## src/rtl/tick_pkg.sv

```systemverilog
package tick_pkg;

    localparam int TICK_CNT_W = 24;

    // Whether the counter has consumed its first enabled edge since reset.
    typedef enum logic {
        TK_IDLE = 1'b0,
        TK_RUN  = 1'b1
    } tick_mode_e;

    // Registered strobe outputs.
    typedef struct packed {
        logic zero;
        logic tp;
    } tick_out_t;

endpackage

```

## src/rtl/tick_down_counter.sv

```systemverilog
module tick_down_counter
    import tick_pkg::*;
#(
    parameter int CNT_W = TICK_CNT_W
) (
    input  logic             clk,
    input  logic             rst,
    input  logic             ce,
    input  logic [CNT_W-1:0] load_i,
    output logic [CNT_W-1:0] count_o,
    output logic             hit_o,
    output logic             armed_o
);

    localparam logic [CNT_W-1:0] ONE = CNT_W'(1);

    tick_mode_e       mode_q;
    logic [CNT_W-1:0] cnt_q;
    logic [CNT_W-1:0] eff;

    // Before the first enabled edge the count reflects the preload port.
    always_comb begin
        eff   = (mode_q == TK_RUN) ? cnt_q : load_i;
        hit_o = (eff == '0);
    end

    always_ff @(posedge clk or posedge rst) begin
        if (rst) begin
            cnt_q  <= '0;
            mode_q <= TK_IDLE;
        end else if (ce) begin
            mode_q <= TK_RUN;
            cnt_q  <= hit_o ? load_i : (eff - ONE);
        end
    end

    assign count_o = eff;
    assign armed_o = (mode_q == TK_RUN);

    // a running count is frozen while the enable is low
    a_r6_count_hold: assert property (@(posedge clk) disable iff (rst)
        (!ce && armed_o) |=> $stable(count_o));

endmodule

```

## src/rtl/tick_strobe_gen.sv

```systemverilog
module tick_strobe_gen
    import tick_pkg::*;
(
    input  logic clk,
    input  logic rst,
    input  logic ce,
    input  logic hit_i,
    output logic zero_o,
    output logic tp_o
);

    tick_out_t out_q;

    always_ff @(posedge clk or posedge rst) begin
        if (rst) begin
            out_q <= '0;
        end else if (ce) begin
            out_q.zero <= hit_i;
            if (hit_i) begin
                out_q.tp <= ~out_q.tp;
            end
        end
    end

    assign zero_o = out_q.zero;
    assign tp_o   = out_q.tp;

    // the test point moves only on an edge that raises the strobe
    a_r5_tp_with_zero: assert property (@(posedge clk) disable iff (rst)
        !$stable(tp_o) |-> zero_o);

    // strobe outputs hold while disabled
    a_r6_strobe_hold: assert property (@(posedge clk) disable iff (rst)
        !ce |=> ($stable(zero_o) && $stable(tp_o)));

endmodule

```

## src/rtl/tick_timer.sv

```systemverilog
module tick_timer
    import tick_pkg::*;
#(
    parameter int CNT_W = TICK_CNT_W
) (
    input  logic             clk,
    input  logic             rst,
    input  logic             ce,
    input  logic [CNT_W-1:0] load_value,
    output logic             zero_o,
    output logic             tp_o,
    output logic [CNT_W-1:0] count_o
);

    logic hit;
    logic armed;

    tick_down_counter #(.CNT_W(CNT_W)) u_cnt (
        .clk     (clk),
        .rst     (rst),
        .ce      (ce),
        .load_i  (load_value),
        .count_o (count_o),
        .hit_o   (hit),
        .armed_o (armed)
    );

    tick_strobe_gen u_strobe (
        .clk    (clk),
        .rst    (rst),
        .ce     (ce),
        .hit_i  (hit),
        .zero_o (zero_o),
        .tp_o   (tp_o)
    );

    // nonzero count steps down by one with no strobe
    a_r2_decrement: assert property (@(posedge clk) disable iff (rst)
        (ce && count_o != '0) |=> (!zero_o && count_o == $past(count_o) - CNT_W'(1)));

    // zero count reloads from the preload port and strobes
    a_r3_reload: assert property (@(posedge clk) disable iff (rst)
        (ce && count_o == '0) |=> (zero_o && count_o == $past(load_value)));

    // a zero preload strobes on every enabled edge
    a_r7_zero_preload: assert property (@(posedge clk) disable iff (rst)
        (ce && load_value == '0 && count_o == '0) |=> zero_o);

endmodule

```

## config.mk

```make
export PLATFORM = sky130hd
export DESIGN_NAME = tick_timer
export DESIGN_NICKNAME = d
export VERILOG_FILES = /design/src/rtl/tick_pkg.sv /design/src/rtl/tick_down_counter.sv /design/src/rtl/tick_strobe_gen.sv /design/src/rtl/tick_timer.sv
export SDC_FILE = /design/constraint.sdc
export NUM_CORES = 1
export LEC_CHECK = 0
export BUFFER_PORTS_ARGS = -buffer_cell sky130_fd_sc_hd__buf_2
export CAP_MARGIN = 20
export CORE_UTILIZATION = 60
export DETAILED_ROUTE_END_ITERATION = 6
export PLACE_DENSITY = 0.89
export SLEW_MARGIN = 40
export SYNTH_ARGS = -nofsm -noshare
export SYNTH_HDL_FRONTEND = slang
export SYNTH_HIERARCHICAL = 1
export SYNTH_SLANG_ARGS = --single-unit
```

## constraint.sdc

```tcl
create_clock -name clk -period 6.2 [get_ports clk]
set_clock_uncertainty 0.1 [all_clocks]
set_input_delay 0.93 -clock clk [delete_from_list [all_inputs] [get_ports clk]]
set_output_delay 0.93 -clock clk [all_outputs]
set_load 0.02 [all_outputs]
```

* Word-level counts from Yosys, hierarchy flattened
Cells that the tools add are included.
** Word-level totals
- Word-level logic and storage cells :: 10
- Output and inout bits :: 26
- Bits in registers :: 27
** Operators by class
- Bitwise logic cells :: 1
- Reduce and logical (&&, ||, !) cells :: 2
- Add/sub/neg operators :: 1
- Multiplexer cells :: 2
** Operator list (number)
- $mux W24 :: 2
- $logic_not A24 Y1 :: 1
- $sub A24 B1 Y24 const B :: 1
- $reduce_and A2 Y1 :: 1
- $not A1 Y1 :: 1

* Logic depth before layout (Yosys ltp)
- Depth after elaboration :: 3
- Gate-level depth with buffers :: 17
- Gate-level depth less buffers :: 9

* Modules after synthesis
Netlist, hierarchy kept.
** Modules (own cells, without submodules)
- tick_down_counter :: times used 1, area an instance 2566.2 um^2, cells each 327, sequential area each 625.6 um^2
- tick_strobe_gen :: times used 1, area an instance 85.1 um^2, cells each 7, sequential area each 50.0 um^2

* Worst setup path after synthesis
No wires, ideal clock.
- Path kind :: register -> register
- Start :: register u_cnt.mode_q (netlist: u_cnt/armed_o)
- End :: register u_cnt.cnt_q[0]
- Arrival :: 3990 ps
- Required time :: 5974 ps
- Path buffers :: 10
- Slack :: 1984 ps
- Clock period less this slack :: 4216 ps
- Stages on the path, launching flop included :: 18
- Cells stage by stage :: dfrtp_1 > buf_6 > buf_6 > clkbuf_1 > clkbuf_1 > clkbuf_1 > clkbuf_1 > clkbuf_1 > mux2i_1 > ha_1 > or4b_1 > clkbuf_1 > or2_1 > buf_6 > clkinv_4 > buf_6 > nor3_1 > a311o_1
** Between the ends
- Cells in the longest elaborated chain, start to end :: 3
** Ends and longest elaborated chain
- start, declared :: RTL line tick_down_counter.sv:17 : tick_mode_e mode_q;
- start signal, assigned :: RTL line tick_down_counter.sv:30 : mode_q <= TK_IDLE;
- start signal, assigned :: RTL line tick_down_counter.sv:32 : mode_q <= TK_RUN;
- $mux W24 :: RTL line tick_down_counter.sv:23 : eff = (mode_q == TK_RUN) ? cnt_q : load_i;
- $logic_not A24 Y1 :: RTL line tick_down_counter.sv:24 : hit_o = (eff == '0);
- via hit :: RTL line tick_timer.sv:15 : logic hit;
- $mux W24 :: RTL line tick_down_counter.sv:33 : cnt_q <= hit_o ? load_i : (eff - ONE);
- end signal, assigned :: RTL line tick_down_counter.sv:33
- end, declared :: RTL line tick_down_counter.sv:18 : logic [CNT_W-1:0] cnt_q;
The timed path passes the listed nets, and every way through them passes these cells.
A chain may end at the register's enable or synchronous reset.

* Worst setup path after layout
Same ends and word-level chain as after synthesis.

==> metrics <==
Cells after Synth=334; NetSw=0.184 mW; Clk network pwr share=0.217; vias in the first global route=2342; final period utilization=0.641; sw frac=0.372; Fin. Hold Viols=0; DR top layer=met4; largest net degree at the start of global routing=53; die area=4690 µm²; nets=398; critical path peak fanout=52; placeable core area=4120 µm²; initial antenna violation count=0; number of max-cap violations=0; synthesized area per cell=7.94 µm²; Flop pwr share=0.439; largest cells by area after synthesis=dfrtp_1 25%, mux2_2 6.8%, nand2_1 5.4%; Achievable Freq=0.252 GHz; Clock Pin Slew Worst Setup and Hold Paths=0.10 ns; final core utilization=0.708; fin crit period=3.97 ns; diode count=0; area grow syn2layout=9.82%; post-DP HPWL=4990 µm; required time worst endpoint=6.27 ns; Initial Utilization=0.644; port bufs=52; Layout Cells excl Fill=418; number of CTS-inserted buffers=3; Die Ht=68.5 µm; FILL cells=321; VDD IR max=0.157 mV; Die Wd=68.5 µm; Internal Pwr Total=0.311 mW; Pre-antenna DRT Iters=5; Pleak=1.30 nW; status=completed; Worst path max stage delay=0.75 ns; Max stage delay cell, worst path=dfrtp_4; Worst Setup End Kind=register; Final GP Congestion=0.897; post-DR vias/cell=6.78; total grt overflow=0; max-slew violation count=0; PwrDens=170 nW/µm²; routed wl met2=3330 µm; CTS tree=built; Rel. slew slack=0.450; Netlist cell types=69; area leader, netlist=dfrtp_1; Synth top area share=0.255; layout cells sized above 1=0.250; CTS sink count=27; RSZ-0062 raised after global routing=false; flop and latch count out of synthesis=27; CP arrival=4.04 ns; maximum buffer depth of the clock tree=2; Hold WS=0.390 ns; post-CTS setup buffers=0; crit-path cells=buf_4 -> or3b_2 -> a222oi_1 -> nand4_2 -> or2_1 -> buf_4 -> clkinv_4 -> nor3_1 -> a311o_1; combinational share of power=0.344; FFs w/ async S/R, synth=1.00; M1 WL=3130 µm; WL/cell=17.1 µm; CTS HTree Levels=1; clk_lat worst skew=0.28 ns; routed wl met3=610 µm; cts repair resizes=0; dpl cells=413; EDFF count, synth=0; count leader, synth=nand2_1; WL final=7160 µm; Ys Warns=6; prevailing post-synth register cell=dfrtp_1; Detail Route Antenna Nets=0; Synth Cell Area=2650 µm²; critical path class=reg -> reg; IO Pins=53; final setup vio count=0; post-synthesis sequential area ratio=0.255; Power Total=0.495 mW; clock root cell=clkbuf_8; first-pass GRT wire length=11200 µm; Global Route Usage Sum=0.318; total number of vias=2836; First DRT Iteration DRCs=364; TNS Setup=0 ns; HP Class=in -> async; most common library cells after synthesis=38 x nand2_1, 27 x dfrtp_1, 25 x nor2_1; std cell rows=23; Crit path top cell by count=buf_4; Slew @ Worst Pin=0.824 ns; crit path launch type=register; Hold-fix buffers, CTS=0; Mapped Nets=363; DRC=0
-- power by group through the flow --
stage                     logic, mW  clock network, mW  registers [mW]
after CTS                     0.169              0.109           0.216
after global routing          0.188              0.115           0.221
after floorplan               0.120                  0           0.213
final                         0.170              0.107           0.217
after global placement        0.165                  0           0.219
after detailed placement      0.168                  0           0.220
-- cell type report --
type / instances / area, µm² / area share
multi-input combinational: 265 / 1780 / 0.610
sequential: 27 / 679 / 0.233
timing repair buffer: 55 / 280 / 0.0963
inverter: 17 / 68.8 / 0.0236
tap: 50 / 62.6 / 0.0215
clock buffer: 4 / 45.0 / 0.0155
-- critical path, delay by kind of cell (launching register included) --
| kind | cells | cell delay (ns) |
|---|---|---|
| compound gates | 2 | 0.84 |
| buf+inv | 3 | 0.85 |
| flops | 1 | 0.75 |
| simple gates | 4 | 1.29 |
-- routing by layer --
metal  vias up  GRT usage
met1      1335      0.446
met5         -          0
met2       172      0.495
li1       1317          -
met4         0      0.112
met3        12     0.0383
-- per-stage QoR --
step,worst slack [ns],cell area (µm²)
2_1_floorplan,1.98,2650
3_3_place_gp,2.32,2860
3_5_place_dp,2.18,2860
4_1_cts,2.13,2900
5_1_grt,2.02,2910
6_report,2.23,2910
-- cells in the final DEF (no fill, tap or decap), drive strengths merged, types with 3 or more instances in the layout --
cell type,instances
buf,54
nand2,39
dfrtp,27
nor2,25
o21ai,20
mux2,16
a21oi,16
inv,16
nor3,14
or3,8
nor3b,7
a211oi,7
nand2b,6
a31oi,6
or3b,6
a2bb2oi,5
o211ai,5
mux2i,5
clkbuf,5
o2bb2a,4
and2,4
o21a,4
nand4,4
o32ai,3
a22o,3
o311ai,3
xor2,3
o221ai,3
or2,3
xnor2,3
nand3,3
-- path summary, 6_finish.rpt --
kind	to	slack, ns	startpoint	depth (start not counted)
setup / recovery	u_cnt/cnt_q[0]$_DFFE_PP0P_	2.23	u_cnt/armed_o$_DFFE_PP0P_	9
hold / removal	u_strobe/zero_o$_DFFE_PP0P_	0.39	rst	2
setup reg to reg	u_cnt/cnt_q[0]$_DFFE_PP0P_	2.23	u_cnt/armed_o$_DFFE_PP0P_	9
hold reg to reg	u_strobe/tp_o$_DFFE_PP0P_	0.42	u_strobe/tp_o$_DFFE_PP0P_	1
max in group asynchronous	u_cnt/armed_o$_DFFE_PP0P_	4.96	rst	2
min in group clk	u_strobe/tp_o$_DFFE_PP0P_	0.42	u_strobe/tp_o$_DFFE_PP0P_	1
-- registers in the layout, indices dropped and copies added (netlist names) --
| signal | count |
|---|---|
| u_strobe/zero_o | 1 |
| u_strobe/tp_o | 1 |
| u_cnt/armed_o | 1 |
| u_cnt/cnt_q | 24 |
-- kinds of logic (layout without fill, tap and decap cells) --
family / count (synthesis) / count (layout) / share of synthesized area
compound gates: 105 / 105 / 0.285
xor+xnor: 6 / 6 / 0.0227
fa+ha+maj: 2 / 2 / 0.00944
buf+inv: 42 / 76 / 0.0755
flops: 27 / 27 / 0.255
mux: 21 / 21 / 0.0868
simple gates: 131 / 131 / 0.266
No activity file was read; power rests on OpenSTA's default activity.
